--- src/rtl/mac16_pkg.sv ---
package mac16_pkg;
  localparam int MAC_XLEN = 32;
  localparam int MAC_OPW  = 16;
  localparam int MAC_ACCW = 40;
  localparam int MAC_RIDX = 5;

  typedef enum logic {
    SR_LOW  = 1'b0,
    SR_HIGH = 1'b1
  } sr_sel_e;
endpackage

--- src/rtl/mac16_mult.sv ---
module mac16_mult #(
  parameter int OPW  = mac16_pkg::MAC_OPW,
  parameter int ACCW = mac16_pkg::MAC_ACCW
) (
  input  logic            sgn,
  input  logic [OPW-1:0]  a,
  input  logic [OPW-1:0]  b,
  output logic [ACCW-1:0] prod_ext
);
  localparam int PW = 2 * OPW;

  logic signed [OPW:0]    ax;
  logic signed [OPW:0]    bx;
  logic signed [PW+1:0]   pw;
  logic        [PW-1:0]   p;
  logic                   fill;

  // one guard bit per operand makes a single signed multiplier serve both modes
  assign ax   = {sgn & a[OPW-1], a};
  assign bx   = {sgn & b[OPW-1], b};
  assign pw   = ax * bx;
  assign p    = pw[PW-1:0];
  assign fill = sgn & p[PW-1];

  generate
    if (ACCW > PW) begin : g_widen
      assign prod_ext = {{(ACCW-PW){fill}}, p};
    end else begin : g_trunc
      logic unused_fill;
      assign unused_fill = fill;
      assign prod_ext = p[ACCW-1:0];
    end
  endgenerate
endmodule

--- src/rtl/mac16_acc.sv ---
module mac16_acc #(
  parameter int XLEN = mac16_pkg::MAC_XLEN,
  parameter int ACCW = mac16_pkg::MAC_ACCW,
  parameter int RIDX = mac16_pkg::MAC_RIDX
) (
  input  logic            clk,
  input  logic            rst,
  input  logic            commit,
  input  logic [ACCW-1:0] prod,
  input  logic [RIDX-1:0] dst,
  input  logic            sr_wr_en,
  input  logic            sr_wr_sel,
  input  logic [XLEN-1:0] sr_wr_data,
  output logic [XLEN-1:0] lo_q,
  output logic [XLEN-1:0] hi_q,
  output logic            wb_valid,
  output logic [RIDX-1:0] wb_dst,
  output logic [XLEN-1:0] wb_data
);
  import mac16_pkg::*;
  localparam int HIW = ACCW - XLEN;

  logic [ACCW-1:0] acc_now;
  logic [ACCW-1:0] sum;

  assign acc_now = {hi_q[HIW-1:0], lo_q};
  assign sum     = acc_now + prod;

  always_ff @(posedge clk) begin
    if (rst) begin
      lo_q <= '0;
      hi_q <= '0;
    end else if (commit) begin
      lo_q <= sum[XLEN-1:0];
      hi_q <= {hi_q[XLEN-1:HIW], sum[ACCW-1:XLEN]};
    end else if (sr_wr_en) begin
      if (sr_sel_e'(sr_wr_sel) == SR_HIGH) hi_q <= sr_wr_data;
      else                                  lo_q <= sr_wr_data;
    end
  end

  always_ff @(posedge clk) begin
    if (rst) begin
      wb_valid <= 1'b0;
      wb_dst   <= '0;
      wb_data  <= '0;
    end else begin
      wb_valid <= commit;
      if (commit) begin
        wb_dst  <= dst;
        wb_data <= sum[XLEN-1:0];
      end
    end
  end
endmodule

--- src/rtl/mac16_hazard.sv ---
module mac16_hazard #(
  parameter int RIDX = mac16_pkg::MAC_RIDX
) (
  input  logic            busy,
  input  logic [RIDX-1:0] busy_dst,
  input  logic            nxt_valid,
  input  logic [RIDX-1:0] nxt_rs1,
  input  logic [RIDX-1:0] nxt_rs2,
  output logic            stall_req
);
  logic hit1, hit2;
  assign hit1      = (nxt_rs1 == busy_dst);
  assign hit2      = (nxt_rs2 == busy_dst);
  assign stall_req = busy & nxt_valid & (hit1 | hit2);
endmodule

--- src/rtl/mac16_unit.sv ---
module mac16_unit #(
  parameter int XLEN = mac16_pkg::MAC_XLEN,
  parameter int OPW  = mac16_pkg::MAC_OPW,
  parameter int ACCW = mac16_pkg::MAC_ACCW,
  parameter int RIDX = mac16_pkg::MAC_RIDX
) (
  input  logic            clk,
  input  logic            rst,
  input  logic            in_valid,
  input  logic            in_signed,
  input  logic [XLEN-1:0] in_a,
  input  logic [XLEN-1:0] in_b,
  input  logic [RIDX-1:0] in_dst,
  input  logic            nxt_valid,
  input  logic [RIDX-1:0] nxt_rs1,
  input  logic [RIDX-1:0] nxt_rs2,
  output logic            stall_req,
  output logic            wb_valid,
  output logic [RIDX-1:0] wb_dst,
  output logic [XLEN-1:0] wb_data,
  input  logic            sr_wr_en,
  input  logic            sr_wr_sel,
  input  logic [XLEN-1:0] sr_wr_data,
  input  logic            sr_rd_sel,
  output logic [XLEN-1:0] sr_rd_data
);
  logic [ACCW-1:0] prod_c;
  logic            s1_valid;
  logic [RIDX-1:0] s1_dst;
  logic [ACCW-1:0] s1_prod;
  logic [XLEN-1:0] lo_w, hi_w;
  logic            unused_upper;

  assign unused_upper = ^{in_a[XLEN-1:OPW], in_b[XLEN-1:OPW]};

  mac16_mult #(.OPW(OPW), .ACCW(ACCW)) u_mult (
    .sgn(in_signed), .a(in_a[OPW-1:0]), .b(in_b[OPW-1:0]), .prod_ext(prod_c)
  );

  // first stage: registered product
  always_ff @(posedge clk) begin
    if (rst) begin
      s1_valid <= 1'b0;
      s1_dst   <= '0;
      s1_prod  <= '0;
    end else begin
      s1_valid <= in_valid;
      if (in_valid) begin
        s1_dst  <= in_dst;
        s1_prod <= prod_c;
      end
    end
  end

  mac16_acc #(.XLEN(XLEN), .ACCW(ACCW), .RIDX(RIDX)) u_acc (
    .clk(clk), .rst(rst), .commit(s1_valid), .prod(s1_prod), .dst(s1_dst),
    .sr_wr_en(sr_wr_en), .sr_wr_sel(sr_wr_sel), .sr_wr_data(sr_wr_data),
    .lo_q(lo_w), .hi_q(hi_w),
    .wb_valid(wb_valid), .wb_dst(wb_dst), .wb_data(wb_data)
  );

  mac16_hazard #(.RIDX(RIDX)) u_haz (
    .busy(s1_valid), .busy_dst(s1_dst), .nxt_valid(nxt_valid),
    .nxt_rs1(nxt_rs1), .nxt_rs2(nxt_rs2), .stall_req(stall_req)
  );

  assign sr_rd_data = sr_rd_sel ? hi_w : lo_w;
endmodule

--- config.mk ---
export PLATFORM = sky130hd
export DESIGN_NAME = mac16_unit
export DESIGN_NICKNAME = d
export VERILOG_FILES = /design/src/rtl/mac16_pkg.sv /design/src/rtl/mac16_mult.sv /design/src/rtl/mac16_acc.sv /design/src/rtl/mac16_hazard.sv /design/src/rtl/mac16_unit.sv
export SDC_FILE = /design/constraint.sdc
export NUM_CORES = 1
export LEC_CHECK = 0
export BUFFER_PORTS_ARGS = -buffer_cell sky130_fd_sc_hd__buf_2
export CAP_MARGIN = 30
export CELL_PAD_IN_SITES_DETAIL_PLACEMENT = 0
export CELL_PAD_IN_SITES_GLOBAL_PLACEMENT = 2
export CORE_UTILIZATION = 34
export DETAILED_ROUTE_END_ITERATION = 6
export GPL_TIMING_DRIVEN = 0
export PLACE_DENSITY_LB_ADDON = 0.1
export SLEW_MARGIN = 20
export SYNTH_ARGS = -nofsm -noshare
export SYNTH_HDL_FRONTEND = slang
export SYNTH_SLANG_ARGS = --single-unit
--- constraint.sdc ---
create_clock -name clk -period 7.35 [get_ports clk]
set_input_delay 1.47 -clock clk [delete_from_list [all_inputs] [get_ports clk]]
set_output_delay 1.47 -clock clk [all_outputs]
set_load 0.005 [all_outputs]
==> impl_metrics.json <==
{
  "wirelength_mm": 59.4,
  "synthesis.area_mm2": 0.0182,
  "ys.flop_type": "dfxtp_1",
  "min_period_over_period_pct": 96.9,
  "syn_to_final_growth_pct": 13.7,
  "place_area_mm2": 0.0198,
  "synthArstFlopShare_pct": 0,
  "antenna_found_initial": 1,
  "p_leak_uw": 0.00998,
  "final_layout_size_suffix_gt1_share_pct": 13.6,
  "clock_path_buffers": 2,
  "fin_crit_ps": 7130,
  "grt_pass1_wl_mm": 92.1,
  "end_kind": "flop",
  "grt_max_degree": 18,
  "synth_cells": 2070,
  "peakVddDrop_uv": 471,
  "drc": 18,
  "initial_utilization_pct": 34.5,
  "ant_nets": 0,
  "tightest_slew_ps": 939,
  "ys_seq_elements": 141,
  "synth_compound_area_share_pct": 11.1,
  "drt-pass1-iter-count": 7,
  "min_path_type": "reg -> reg",
  "cp_data_arrival_time_ps": 7520,
  "clk_pin_slew_worst_paths_ps": 60,
  "drt-wirelength-per-cell_um": 20.3,
  "crit_type": "in -> reg",
  "rsz0062_at_grt": "no",
  "grt-ovfl-total": 0,
  "status": "complete, but fails checks",
  "design_area_mm2": 0.0207,
  "nets": 2756,
  "synth_top_family_by_area": "adder cells",
  "clock_skew_ps": 8.80,
  "crit_path_start_kind": "input pin",
  "synthDistinctLibCells": 79,
  "synth_mux_area_share_pct": 5.31,
  "via_count": 14800,
  "hold_viol_final": 0,
  "tritoncts": "done",
  "drv_cap": 0,
  "syn_nets": 2593,
  "dieArea_mm2": 0.0545,
  "die_y_um": 233,
  "fillerInstances": 5491,
  "clkLatencyLatePin_ps": 450,
  "cts_max_level": 4,
  "synthAdderAreaFrac_pct": 39.4,
  "synth-simple-area-share_pct": 16.5,
  "place_hpwl_mm": 49.7,
  "violations": "DRC",
  "gp_congestion": 0.862,
  "maxSlewViolCount": 0,
  "boundaryPins": 190,
  "ys_seq_area_share_pct": 15.5,
  "grt_pass1_vias": 15500,
  "synth.area.top_cells": "fa_1, dfxtp_1, ha_1",
  "max_freq_ghz": 0.140,
  "grt_use_total_pct": 22.9,
  "power_density_mw_per_mm2": 455,
  "synth_area_leader_cell": "fa_1",
  "numCtsBuffers": 17,
  "drt_iter0_drc": 832,
  "synth_edf_count": 0,
  "slew_headroom_pct": 37.4,
  "rows": 84,
  "crit_fanout": 10,
  "setup_viol": 0,
  "cts-root-buf": "clkbuf_16",
  "whs_ps": 441,
  "core_mm2": 0.0528,
  "synth_area_per_cell_um2": 8.79,
  "portBuffers": 152,
  "via_per_inst": 5.05,
  "cts.sinks": 141,
  "fp.dieW_um": 233,
  "required_ps": 7740,
  "synthXorXnorAreaFrac_pct": 3.37,
  "synth_top_area_share_pct": 31.1,
  "ys_warn_count": 0
}
[logic make-up (layout without fill, tap and decap cells)]
family	Yosys count	count (layout)
simple gates	635	635
buf+inv	419	595
fa+ha+maj	404	404
compound gates	310	310
flops	141	141
mux	91	91
xor+xnor	70	70
other cells	0	1
[per-layer routing]
metal	GRT usage, %	wire length [um]
met1	31.7	27300
met2	38.3	28600
met3	3.21	2740
met4	4.04	758
met5	0	83
[flip-flops by register name, summed over array words and instances, names as in the netlist]
name and flops:
u_acc.wb_data 32, u_acc.wb_dst 5, u_acc.wb_valid 1, s1_dst 5, s1_prod 33, u_acc.lo_q 32, u_acc.hi_q 32, s1_valid 1
[through the flow]
| step | utilization [%] | total power, uW | TNS, ps | std cells | setup slack [ps] |
|---|---|---|---|---|---|
| 6_report | 39.2 | 9430 | 0 | 2935 | 224 |
| 5_1_grt | 39.2 | 10600 | 0 | 2934 | 5.62 |
| 3_3_place_gp | 37.6 | 8340 | -14260 | 2910 | -1280 |
| 3_5_place_dp | 37.6 | 8370 | -14260 | 2910 | -1280 |
| 2_1_floorplan | - | 6610 | 0 | 2070 | 63.4 |
| 4_1_cts | 39.0 | 9460 | 0 | 2936 | 1.16 |
[report_power, final]
part	internal, uW	leakage, uW	switching [uW]
sequential	894	0.00116	89.1
clock	630	0.000325	361
combinational	3310	0.00850	4140
total	4830	0.00998	4590
[layout make-up]
class	instances	area (um2)	share of cell area, %
diodes	1	2.50	0.0121
plain buffers	86	494	2.39
clock buffers	22	474	2.29
clock inverters	10	183	0.882
inverters	322	1210	5.84
multi-input cells	1510	13800	66.8
flip-flops and latches	141	2820	13.6
well taps	688	861	4.16
repair buffers	155	821	3.96
[synth_stat cells (3+ instances only)]
library cell,number
inv_1,319
a21o_1,22
o211ai_1,7
o22ai_1,6
a311o_1,3
nor3_1,15
nor2_1,98
a22o_1,3
nand4_1,8
nand2_1,292
buf_1,6
mux2_2,45
or2_2,9
nor2b_1,14
a211o_1,4
a211oi_1,29
a31oi_1,9
o21ai_1,3
xor2_1,24
o21bai_1,6
xnor2_1,46
fa_1,283
and2_1,120
a21oi_1,114
a21boi_0,3
mux2i_1,46
or3_1,7
nand3_1,25
o21ai_0,46
ha_1,121
buf_2,4
nand2b_1,10
clkbuf_1,86
o21a_1,17
dfxtp_1,141
and3_1,16
o31ai_1,4
and4_1,4
[worst max-delay path, cell delays in order]
cell and delay (ps):
buf_2 280, buf_6 230, nand2_1 90, fa_1 540, inv_1 50, fa_1 510, fa_1 590, fa_1 460
fa_1 490, inv_1 50, fa_1 470, inv_1 40, ha_1 340, and4_1 220, o211ai_1 120, a21oi_2 90
or2_2 370, a311o_1 370, nand4_1 110, a21boi_0 120, nor4b_1 340, a211o_1 140
[final timing paths]
| path | cells past startpoint | to | startpoint | slack, ps |
|---|---|---|---|---|
| setup / recovery | 22 | s1_prod[30] | in_b[8] | 220 |
| hold / removal | 2 | u_acc.wb_data[19] | u_acc.wb_data[19] | 440 |
| setup reg to reg | 10 | u_acc.hi_q[5] | u_acc.lo_q[19] | 3940 |
| hold reg to reg | 2 | u_acc.wb_data[19] | u_acc.wb_data[19] | 440 |
[cell usage in the layout (no fill, tap or decap), types with 7 or more instances in the layout]
cell type	n
buf_4	16
clkbuf_1	49
fa_1	280
nor3_1	15
a21oi_1	111
clkbuf_16	17
or2_2	9
xor2_1	24
clkbuf_2	7
dfxtp_1	141
inv_1	318
a31oi_1	9
nand2b_1	10
o21a_1	17
a21o_1	22
nor2b_1	14
nand3_1	25
buf_2	142
mux2i_1	46
or3_1	7
mux2_2	45
a211oi_1	29
and2_1	119
xnor2_1	46
o211ai_1	7
and3_1	16
ha_1	119
clkbuf_4	10
nand2_1	291
o21ai_0	45
nand4_1	8
buf_6	8
nor2_1	98
[repair_timing]
item,4_1_cts,5_1_grt
hold buffers,0,0
pin swaps,1,6
gates resized for setup,51,80
endpoints found under the setup margin,15,11
setup buffers,1,2
cloned,0,0
Note: power is estimated with default switching activity, not from simulation.
